--- src/rtl/tuner_i2c_pkg.sv ---
package tuner_i2c_pkg;
    localparam int DIV_W  = 15;
    localparam int CTRL_W = 7;
    localparam int PORT_W = 6;
    localparam logic [4:0] DEV_HI    = 5'b11000;
    localparam logic [1:0] MA_ALWAYS = 2'b01;

    typedef enum logic [2:0] {
        ST_IDLE, ST_ADDR, ST_AACK, ST_WDATA, ST_WACK, ST_RDATA, ST_RACK
    } bus_st_e;
endpackage

--- src/rtl/tuner_line_filter.sv ---
module tuner_line_filter #(
    parameter int LINES    = 2,
    parameter int FILT_LEN = 3
) (
    input  logic             clk,
    input  logic             rst_n,
    input  logic [LINES-1:0] line_i,
    output logic [LINES-1:0] line_o
);
    localparam int CW = $clog2(FILT_LEN + 1);

    for (genvar g = 0; g < LINES; g++) begin : g_line
        typedef struct packed {
            logic [1:0]    sync;
            logic [CW-1:0] cnt;
            logic          lvl;
        } flt_t;
        flt_t flt_d, flt_q;

        always_comb begin
            flt_d      = flt_q;
            flt_d.sync = {flt_q.sync[0], line_i[g]};
            if (flt_q.sync[1] != flt_q.lvl) begin
                if (flt_q.cnt == CW'(FILT_LEN - 1)) begin
                    flt_d.lvl = flt_q.sync[1];
                    flt_d.cnt = '0;
                end else begin
                    flt_d.cnt = flt_q.cnt + 1'b1;
                end
            end else begin
                flt_d.cnt = '0;
            end
        end

        always_ff @(posedge clk or negedge rst_n) begin
            if (!rst_n) flt_q <= '{sync: 2'b11, cnt: '0, lvl: 1'b1};
            else        flt_q <= flt_d;
        end

        assign line_o[g] = flt_q.lvl;
    end
endmodule

--- src/rtl/tuner_regfile.sv ---
module tuner_regfile
    import tuner_i2c_pkg::*;
(
    input  logic              clk,
    input  logic              rst_n,
    input  logic              clr_i,
    input  logic              wr_div_i,
    input  logic              wr_ctrl_i,
    input  logic [6:0]        lead_i,
    input  logic [7:0]        tail_i,
    output logic [DIV_W-1:0]  div_o,
    output logic [CTRL_W-1:0] ctrl_o,
    output logic [PORT_W-1:0] port_o
);
    typedef struct packed {
        logic [DIV_W-1:0]  div;
        logic [CTRL_W-1:0] ctrl;
        logic [PORT_W-1:0] port;
    } rf_t;
    rf_t rf_d, rf_q;

    always_comb begin
        rf_d = rf_q;
        if (clr_i) begin
            rf_d = '0;
        end else if (wr_div_i) begin
            rf_d.div = {lead_i, tail_i};
        end else if (wr_ctrl_i) begin
            rf_d.ctrl = lead_i;
            rf_d.port = {tail_i[7:3], tail_i[0]};
        end
    end

    always_ff @(posedge clk or negedge rst_n) begin
        if (!rst_n) rf_q <= '0;
        else        rf_q <= rf_d;
    end

    assign div_o  = rf_q.div;
    assign ctrl_o = rf_q.ctrl;
    assign port_o = rf_q.port;
endmodule

--- src/rtl/tuner_i2c_slave.sv ---
module tuner_i2c_slave
    import tuner_i2c_pkg::*;
#(
    parameter int FILT_LEN = 3
) (
    input  logic              clk,
    input  logic              rst_n,
    input  logic              scl_i,
    input  logic              sda_i,
    output logic              sda_oe_o,
    input  logic [1:0]        addr_sel_i,
    input  logic              pwr_low_i,
    input  logic              lock_i,
    input  logic [2:0]        port_in_i,
    input  logic [2:0]        adc_i,
    output logic [DIV_W-1:0]  div_ratio_o,
    output logic [CTRL_W-1:0] ctrl_o,
    output logic [PORT_W-1:0] port_o
);
    typedef struct packed {
        bus_st_e    st;
        logic [3:0] cnt;
        logic [7:0] sh;
        logic [6:0] pend;
        logic       kind;
        logic       phase;
        logic       rw;
        logic       ackm;
        logic       oe;
        logic       por;
        logic       rdflag;
        logic       scl_p;
        logic       sda_p;
    } ctl_t;
    ctl_t q, d;

    logic [1:0] lines_f;
    logic       scl_f, sda_f;
    logic       start_det, stop_det, scl_rise, scl_fall;
    logic       addr_hit, wr_div, wr_ctrl;
    logic [7:0] status;
    bus_st_e    st_cur;
    logic       por_cur;

    tuner_line_filter #(.LINES(2), .FILT_LEN(FILT_LEN)) u_filt (
        .clk(clk), .rst_n(rst_n), .line_i({scl_i, sda_i}), .line_o(lines_f)
    );
    assign scl_f = lines_f[1];
    assign sda_f = lines_f[0];

    assign start_det = scl_f && q.scl_p && q.sda_p && !sda_f;
    assign stop_det  = scl_f && q.scl_p && !q.sda_p && sda_f;
    assign scl_rise  = scl_f && !q.scl_p;
    assign scl_fall  = !scl_f && q.scl_p;
    assign addr_hit  = (q.sh[7:3] == DEV_HI) &&
                       ((q.sh[2:1] == MA_ALWAYS) || (q.sh[2:1] == addr_sel_i));
    assign status    = {q.por, lock_i, port_in_i, adc_i};

    always_comb begin
        d       = q;
        wr_div  = 1'b0;
        wr_ctrl = 1'b0;
        d.scl_p = scl_f;
        d.sda_p = sda_f;
        if (start_det) begin
            d.st = ST_ADDR; d.cnt = '0; d.oe = 1'b0; d.phase = 1'b0;
        end else if (stop_det) begin
            d.st = ST_IDLE; d.oe = 1'b0; d.phase = 1'b0; d.rdflag = 1'b0;
            if (q.rdflag) d.por = 1'b0;
        end else begin
            case (q.st)
                ST_ADDR, ST_WDATA: begin
                    if (scl_rise && q.cnt < 4'd8) begin
                        d.sh  = {q.sh[6:0], sda_f};
                        d.cnt = q.cnt + 1'b1;
                    end
                    if (scl_fall && q.cnt == 4'd8) begin
                        if (q.st == ST_WDATA) begin
                            d.st = ST_WACK; d.oe = 1'b1;
                        end else if (addr_hit) begin
                            d.st = ST_AACK; d.oe = 1'b1; d.rw = q.sh[0];
                        end else begin
                            d.st = ST_IDLE;
                        end
                    end
                end
                ST_AACK: if (scl_fall) begin
                    d.cnt = '0;
                    if (q.rw) begin
                        d.st = ST_RDATA; d.sh = status; d.oe = !status[7]; d.rdflag = 1'b1;
                    end else begin
                        d.st = ST_WDATA; d.oe = 1'b0;
                    end
                end
                ST_WACK: if (scl_fall) begin
                    d.st = ST_WDATA; d.oe = 1'b0; d.cnt = '0;
                    if (!q.phase) begin
                        d.pend = q.sh[6:0]; d.kind = q.sh[7]; d.phase = 1'b1;
                    end else begin
                        d.phase = 1'b0;
                        wr_div  = !q.kind;
                        wr_ctrl = q.kind;
                    end
                end
                ST_RDATA: if (scl_fall) begin
                    if (q.cnt == 4'd7) begin
                        d.st = ST_RACK; d.oe = 1'b0;
                    end else begin
                        d.sh = {q.sh[6:0], 1'b0}; d.cnt = q.cnt + 1'b1; d.oe = !q.sh[6];
                    end
                end
                ST_RACK: begin
                    if (scl_rise) d.ackm = !sda_f;
                    if (scl_fall) begin
                        if (q.ackm) begin
                            d.st = ST_RDATA; d.cnt = '0; d.sh = status; d.oe = !status[7];
                        end else begin
                            d.st = ST_IDLE; d.oe = 1'b0;
                        end
                    end
                end
                default: d.oe = 1'b0;
            endcase
        end
        if (pwr_low_i) d.por = 1'b1;
    end

    always_ff @(posedge clk or negedge rst_n) begin
        if (!rst_n) begin
            q        <= '0;
            q.st     <= ST_IDLE;
            q.por    <= 1'b1;
            q.scl_p  <= 1'b1;
            q.sda_p  <= 1'b1;
        end else begin
            q <= d;
        end
    end

    tuner_regfile u_rf (
        .clk(clk), .rst_n(rst_n), .clr_i(q.por),
        .wr_div_i(wr_div), .wr_ctrl_i(wr_ctrl),
        .lead_i(q.pend), .tail_i(q.sh),
        .div_o(div_ratio_o), .ctrl_o(ctrl_o), .port_o(port_o)
    );

    assign sda_oe_o = q.oe;
    assign st_cur   = q.st;
    assign por_cur  = q.por;
endmodule

--- config.mk ---
export PLATFORM = sky130hd
export DESIGN_NAME = tuner_i2c_slave
export DESIGN_NICKNAME = d
export VERILOG_FILES = /design/src/rtl/tuner_i2c_pkg.sv /design/src/rtl/tuner_line_filter.sv /design/src/rtl/tuner_regfile.sv /design/src/rtl/tuner_i2c_slave.sv
export SDC_FILE = /design/constraint.sdc
export NUM_CORES = 1
export LEC_CHECK = 0
export BUFFER_PORTS_ARGS = -buffer_cell sky130_fd_sc_hd__buf_2
export CAP_MARGIN = 20
export CORE_ASPECT_RATIO = 1.4
export CORE_MARGIN = 5
export CORE_UTILIZATION = 35
export CTS_CLUSTER_SIZE = 28
export DETAILED_ROUTE_END_ITERATION = 7
export HOLD_SLACK_MARGIN = 0.15
export PLACE_DENSITY = 0.5
export SYNTH_ARGS = -nofsm -noshare
export SYNTH_HDL_FRONTEND = slang
export SYNTH_HIERARCHICAL = 1
export SYNTH_SLANG_ARGS = --single-unit
export TNS_END_PERCENT = 20
--- constraint.sdc ---
create_clock -name clk -period 2.5 [get_ports clk]
set_input_delay 0.375 -clock clk [delete_from_list [all_inputs] [get_ports clk]]
set_output_delay 0.375 -clock clk [all_outputs]
set_load 0.05 [all_outputs]
# Word level (Yosys, flattened, before mapping)
# Index checks and enable logic that the tools add are counted.
# totals
wordCells	177
output_inout_bits	29
reg_bits	69
in_bits	14
# classes
mux	64
n_reduce_logical	44
n_lt_le_gt_ge	1
n_eq_ne	39
add_sub_neg	3
n_bitwise	4
# op_table
operator	n
2-to-1 mux 15 bit	4
2-to-1 mux 12 bit	3
case mux 7 bit (5 select lines)	1
2-to-1 mux 1 bit	32
case mux 8 bit (4 select lines)	1
2-to-1 mux 28 bit	1
2-to-1 mux 13 bit	2
!= test 4 bit (second input constant)	6
!= test 3 bit (second input constant)	7
2-to-1 mux 20 bit	1
!= test 2 bit (second input constant)	10
2-to-1 mux 3 bit	6
2-to-1 mux 9 bit	2
2-to-1 mux 8 bit	2
2-to-1 mux 7 bit	2
nonzero test 2 bit	7
2-to-1 mux 2 bit	6
AND reduction 6 bit	2
logical AND 1 bit	10
AND reduction 10 bit	1
== test 3 bit (second input constant)	3
AND reduction 9 bit	1
AND reduction 2 bit	4
AND reduction 4 bit	2
other kinds (25)	39

# Longest topological paths before layout
# logic_depth
depth_word	9
depth_mapped	11
mapped_depth_nobuf	7

# Hierarchy
# Netlist, hierarchy kept.
# modules_own_cells
mod	n_inst	area_each_um2	cells_per_inst
tuner_i2c_slave	1	1765.4	184
tuner_regfile	1	1287.5	107
tuner_line_filter	1	372.9	22

# Worst setup path before layout
# OpenSTA, ideal clock, no wires.
# synth_path
kind	register to register
startpoint	register u_filt.g_line[0].flt_q, in the netlist u_filt/line_o[0]
endpoint	register q[16] (netlist name)
required_time_ns	2.375
setup_slack_ns	0.371
synth_period_minus_slack_ns	2.129
path_buffers	2
arrival_time_ns	2.004
setup_ns	0.125
stages_incl_launch_ff	8
path_cell_list	dfstp_2 > buf_4 > xnor2_1 > or2_2 > clkbuf_1 > nand2_1 > a311oi_4 > mux2_2
# synth_via
elab_chain_cells	4
elab_cells_between_ends	8
classes_between	mux: 2; bitwise: 2; reduce/logical: 4
# synth_rtl
item	line	text
start, declared	tuner_line_filter.sv:18	flt_t flt_d, flt_q;
start signal, assigned	tuner_line_filter.sv:36	if (!rst_n) flt_q <= '{sync: 2'b11, cnt: '0, lvl: 1'b1};
start signal, assigned	tuner_line_filter.sv:37	else flt_q <= flt_d;
logical NOT 1 bit	tuner_i2c_slave.sv:51	assign start_det = scl_f && q.scl_p && q.sda_p && !sda_f;
logical AND 1 bit	tuner_i2c_slave.sv:51	
inverter 1 bit (no source line)	n/a	
AND reduction 10 bit (no source line)	n/a	
end, declared	tuner_i2c_slave.sv:35	ctl_t q, d;
# Parallel ways exist; a longest one is shown, timed or not. The select of a mux whose other input is x is not followed.
# A chain may end at the register's enable or synchronous reset.

# Final worst setup path
# layout_path
startpoint	register u_filt.g_line[1].flt_q, in the netlist u_filt/line_o[1]
endpoint	register q[24] (netlist name)
# layout_via
elab_chain_cells	5
elab_cells_between_ends	20
classes_between	eq/ne: 8; mux: 1; reduce/logical: 11
# layout_rtl
item	line
start, declared	tuner_line_filter.sv:18
start signal, assigned	tuner_line_filter.sv:36
start signal, assigned	tuner_line_filter.sv:37
logical AND 1 bit	tuner_i2c_slave.sv:51, tuner_i2c_slave.sv:52
logical AND 1 bit, on equally long branches (2 in series)	tuner_i2c_slave.sv:51, tuner_i2c_slave.sv:52
nonzero test 6 bit (no source line), or another cell as far along	n/a
AND reduction 9 bit (no source line)	n/a
# Parallel ways exist; a longest one is shown, timed or not.

==> flow_metrics.env <==
export IMPL_antenna_found_initial=0
export IMPL_ys_types=51
export IMPL_finalWorstPathRequiredPeriod_ps=2200
export IMPL_num_vias=2519
export IMPL_synth_ff_type="dfrtp_1"
export IMPL_cts_buffer_depth=2
export IMPL_globalplace_congestion=0.829
export IMPL_fill_cells=911
export IMPL_synthTopCellsByArea="dfrtp_1, dfstp_2, mux2i_1"
export IMPL_fin_area_mm2=0.00413
export IMPL_drive_gt1_frac=0.286
export IMPL_n_antenna_cell=0
export IMPL_yosys_area_top_type="dfrtp_1"
export IMPL_power_leakage_nw=1.86
export IMPL_post_cts_resized=0
export IMPL_period_share=0.881
export IMPL_grt_max_degree=70
export IMPL_cap_violations=0
export IMPL_fp_dieH_um=127
export IMPL_placed_area_mm2=0.00380
export IMPL_die_w_um=93.6
export IMPL_clkLatencyLatePin_ps=330
export IMPL_coreArea_mm2=0.00951
export IMPL_drt_initial_drc_count=77
export IMPL_yosys_register_bits=69
export IMPL_status="finished clean"
export IMPL_muxShareOfSynthArea=0.123
export IMPL_cts_hold_buf=3
export IMPL_cp_max_fo=9
export IMPL_cts_max_level=3
export IMPL_post_synth_cell_area_avg_um2=10.9
export IMPL_antenna_left=0
export IMPL_synth_fa_ha_area_frac=0.00730
export IMPL_layout_common_cells="dfrtp_1, buf_2, nand2_1"
export IMPL_synthArstFlopShare=1.00
export IMPL_fin_util=0.434
export IMPL_start_util=0.360
export IMPL_post_cts_setup_buffers=0
export IMPL_grt_pass1_wl_um=13400
export IMPL_timing_fmax_ghz=0.454
export IMPL_yosys_warnings=6
export IMPL_wl_um=7890
export IMPL_hold_ws_ps=233
export IMPL_cts_clk_slew_worst_paths_ps=50
export IMPL_grt_overflow=0
export IMPL_first_pass_iters=4
export IMPL_cts_tree="yes"
export IMPL_netlist_area_mm2=0.00343
export IMPL_dpl_hpwl_um=5520
export IMPL_setup_tns_ps=0
export IMPL_post_route_drc_count=0
export IMPL_hold_start="pwr_low_i"
export IMPL_rsz0062_at_grt="false"
export IMPL_worst_setup_path_type="flop to flop"
export IMPL_syn_inst=313
export IMPL_post_place_cells=480
export IMPL_finalSetupViolCount=0
export IMPL_mappedNetlistNets=329
export IMPL_power_density_mw_per_mm2=1000
export IMPL_synth_compound_area_share=0.108
export IMPL_ir_drop_mv=0.499
export IMPL_cts_buffers=9
export IMPL_hp_class="primary input to flop"
export IMPL_first_global_vias=2673
export IMPL_fin_nets=378
export IMPL_hold_violations=0
export IMPL_r2r_start="u_filt/line_o[1]"
export IMPL_portBuffers=42
export IMPL_cts_sinks=69
export IMPL_required_ps=2710
export IMPL_worstPathArrival_ps=2410
export IMPL_tightest_slew_ps=578
export IMPL_routedWlPerCell_um=15.8
export IMPL_fin_ws_ps=299
export IMPL_power_mw=4.14
export IMPL_drv_slew=0
export IMPL_synth_xor_area_frac=0.00767
export IMPL_layout_commonest_cell="dfrtp_1"
export IMPL_start_kind="flop"
export IMPL_synth_edf_count=0
export IMPL_synth_top_family_by_area="simple AND/OR/NAND/NOR gates"
export IMPL_setup_worst_path_start="u_filt/line_o[1]"
export IMPL_final_cells=499
export IMPL_root_buffer="clkbuf_16"
export IMPL_clock_skew_ps=7.33
export IMPL_netlist_area_leader_share=0.438
export IMPL_vias_per_cell=5.05
export IMPL_place_ws_ps=293
export IMPL_rows=42
export IMPL_syn_to_final_growth_pct=20.5
export IMPL_die_area_mm2=0.0119
export IMPL_synth_simple_area_share=0.198
export IMPL_maxSlewHeadroom=0.610
export IMPL_end_kind="flop"
export IMPL_ios=43
export IMPL_grt_use_total=0.146
export IMPL_yosysSeqAreaShare=0.507
==> state kept, by name, indices dropped and copies added, names as in the netlist <==
name	count
por_cur	1
u_rf/port_o	6
u_filt/line_o	2
u_rf/div_o	15
u_rf/ctrl_o	7
st_cur	3
q	26
sda_oe_o	1
u_filt/g_line.flt_d	2
u_filt/g_line.flt_q	6
==> worst paths after layout <==
kind,to,slack (ps),cells after the start
min in group asynchronous,u_rf/ctrl_o[3],610,3
setup / recovery,q[24],300,5
hold reg to reg,u_filt/g_line[1].flt_q[4],350,0
hold / removal,por_cur,230,2
max in group asynchronous,por_cur,1550,3
setup reg to reg,q[24],300,5
==> per-layer routing <==
layer | GRT usage | part of all wire | vias to the layer above
met1 | 0.165 | 0.42 | 1234
met3 | 0.0453 | 0.038 | 17
met5 | 0 | 0 | -
met4 | 0.0723 | 0.026 | 0
met2 | 0.248 | 0.52 | 58
li1 | - | - | 1210
==> logic make-up after synthesis <==
logic type / Yosys count
AO/OA/AOI/OAI: 57
adder cells (fa/ha/maj): 2
buffers and inverters: 30
XOR/XNOR: 3
flip-flops: 69
multiplexers: 39
AND/OR/NAND/NOR: 113
==> area by class of cell <==
type,count,area [um2],share of cell area
multi-input cells,214,1520,0.369
inverters,9,33.8,0.00818
clock buffers,14,264,0.0639
repair buffers,59,370,0.0897
clock inverters,2,35.0,0.00848
flip-flops and latches,69,1740,0.421
well taps,132,165,0.0400
==> where the power goes <==
| group | leakage [nW] | internal, mW | switching (mW) |
|---|---|---|---|
| Combinational | 0.818 | 0.536 | 0.594 |
| Sequential | 0.899 | 1.40 | 0.345 |
| Clock | 0.147 | 0.826 | 0.448 |
==> synth_stat cells, types with 2 or more instances <==
master / instances
dfrtp_1: 60
nand2_1: 27
nor2_1: 26
mux2i_1: 21
nand2b_1: 17
mux2_2: 14
nand4bb_1: 13
o21ai_1: 13
o21ai_0: 11
clkbuf_1: 10
dfstp_2: 9
inv_1: 9
a21oi_1: 7
buf_2: 6
o22ai_1: 6
nor3_1: 5
or2_2: 4
a31oi_1: 3
nand3b_1: 3
nor3b_1: 3
xnor2_1: 3
a21o_1: 2
a2bb2oi_1: 2
buf_12: 2
buf_4: 2
ha_1: 2
mux2_1: 2
mux2_4: 2
nand3_1: 2
nor2b_1: 2
nor2b_4: 2
nor4b_1: 2
o21bai_1: 2
o31ai_1: 2
==> critical path: stages, from the launching register on <==
cell       delay, ps
dfstp_2          600
or4b_4           510
nor2_1           100
a2bb2oi_1        320
or2_2            220
mux2_2           330
(Power assumes the default switching activity.)
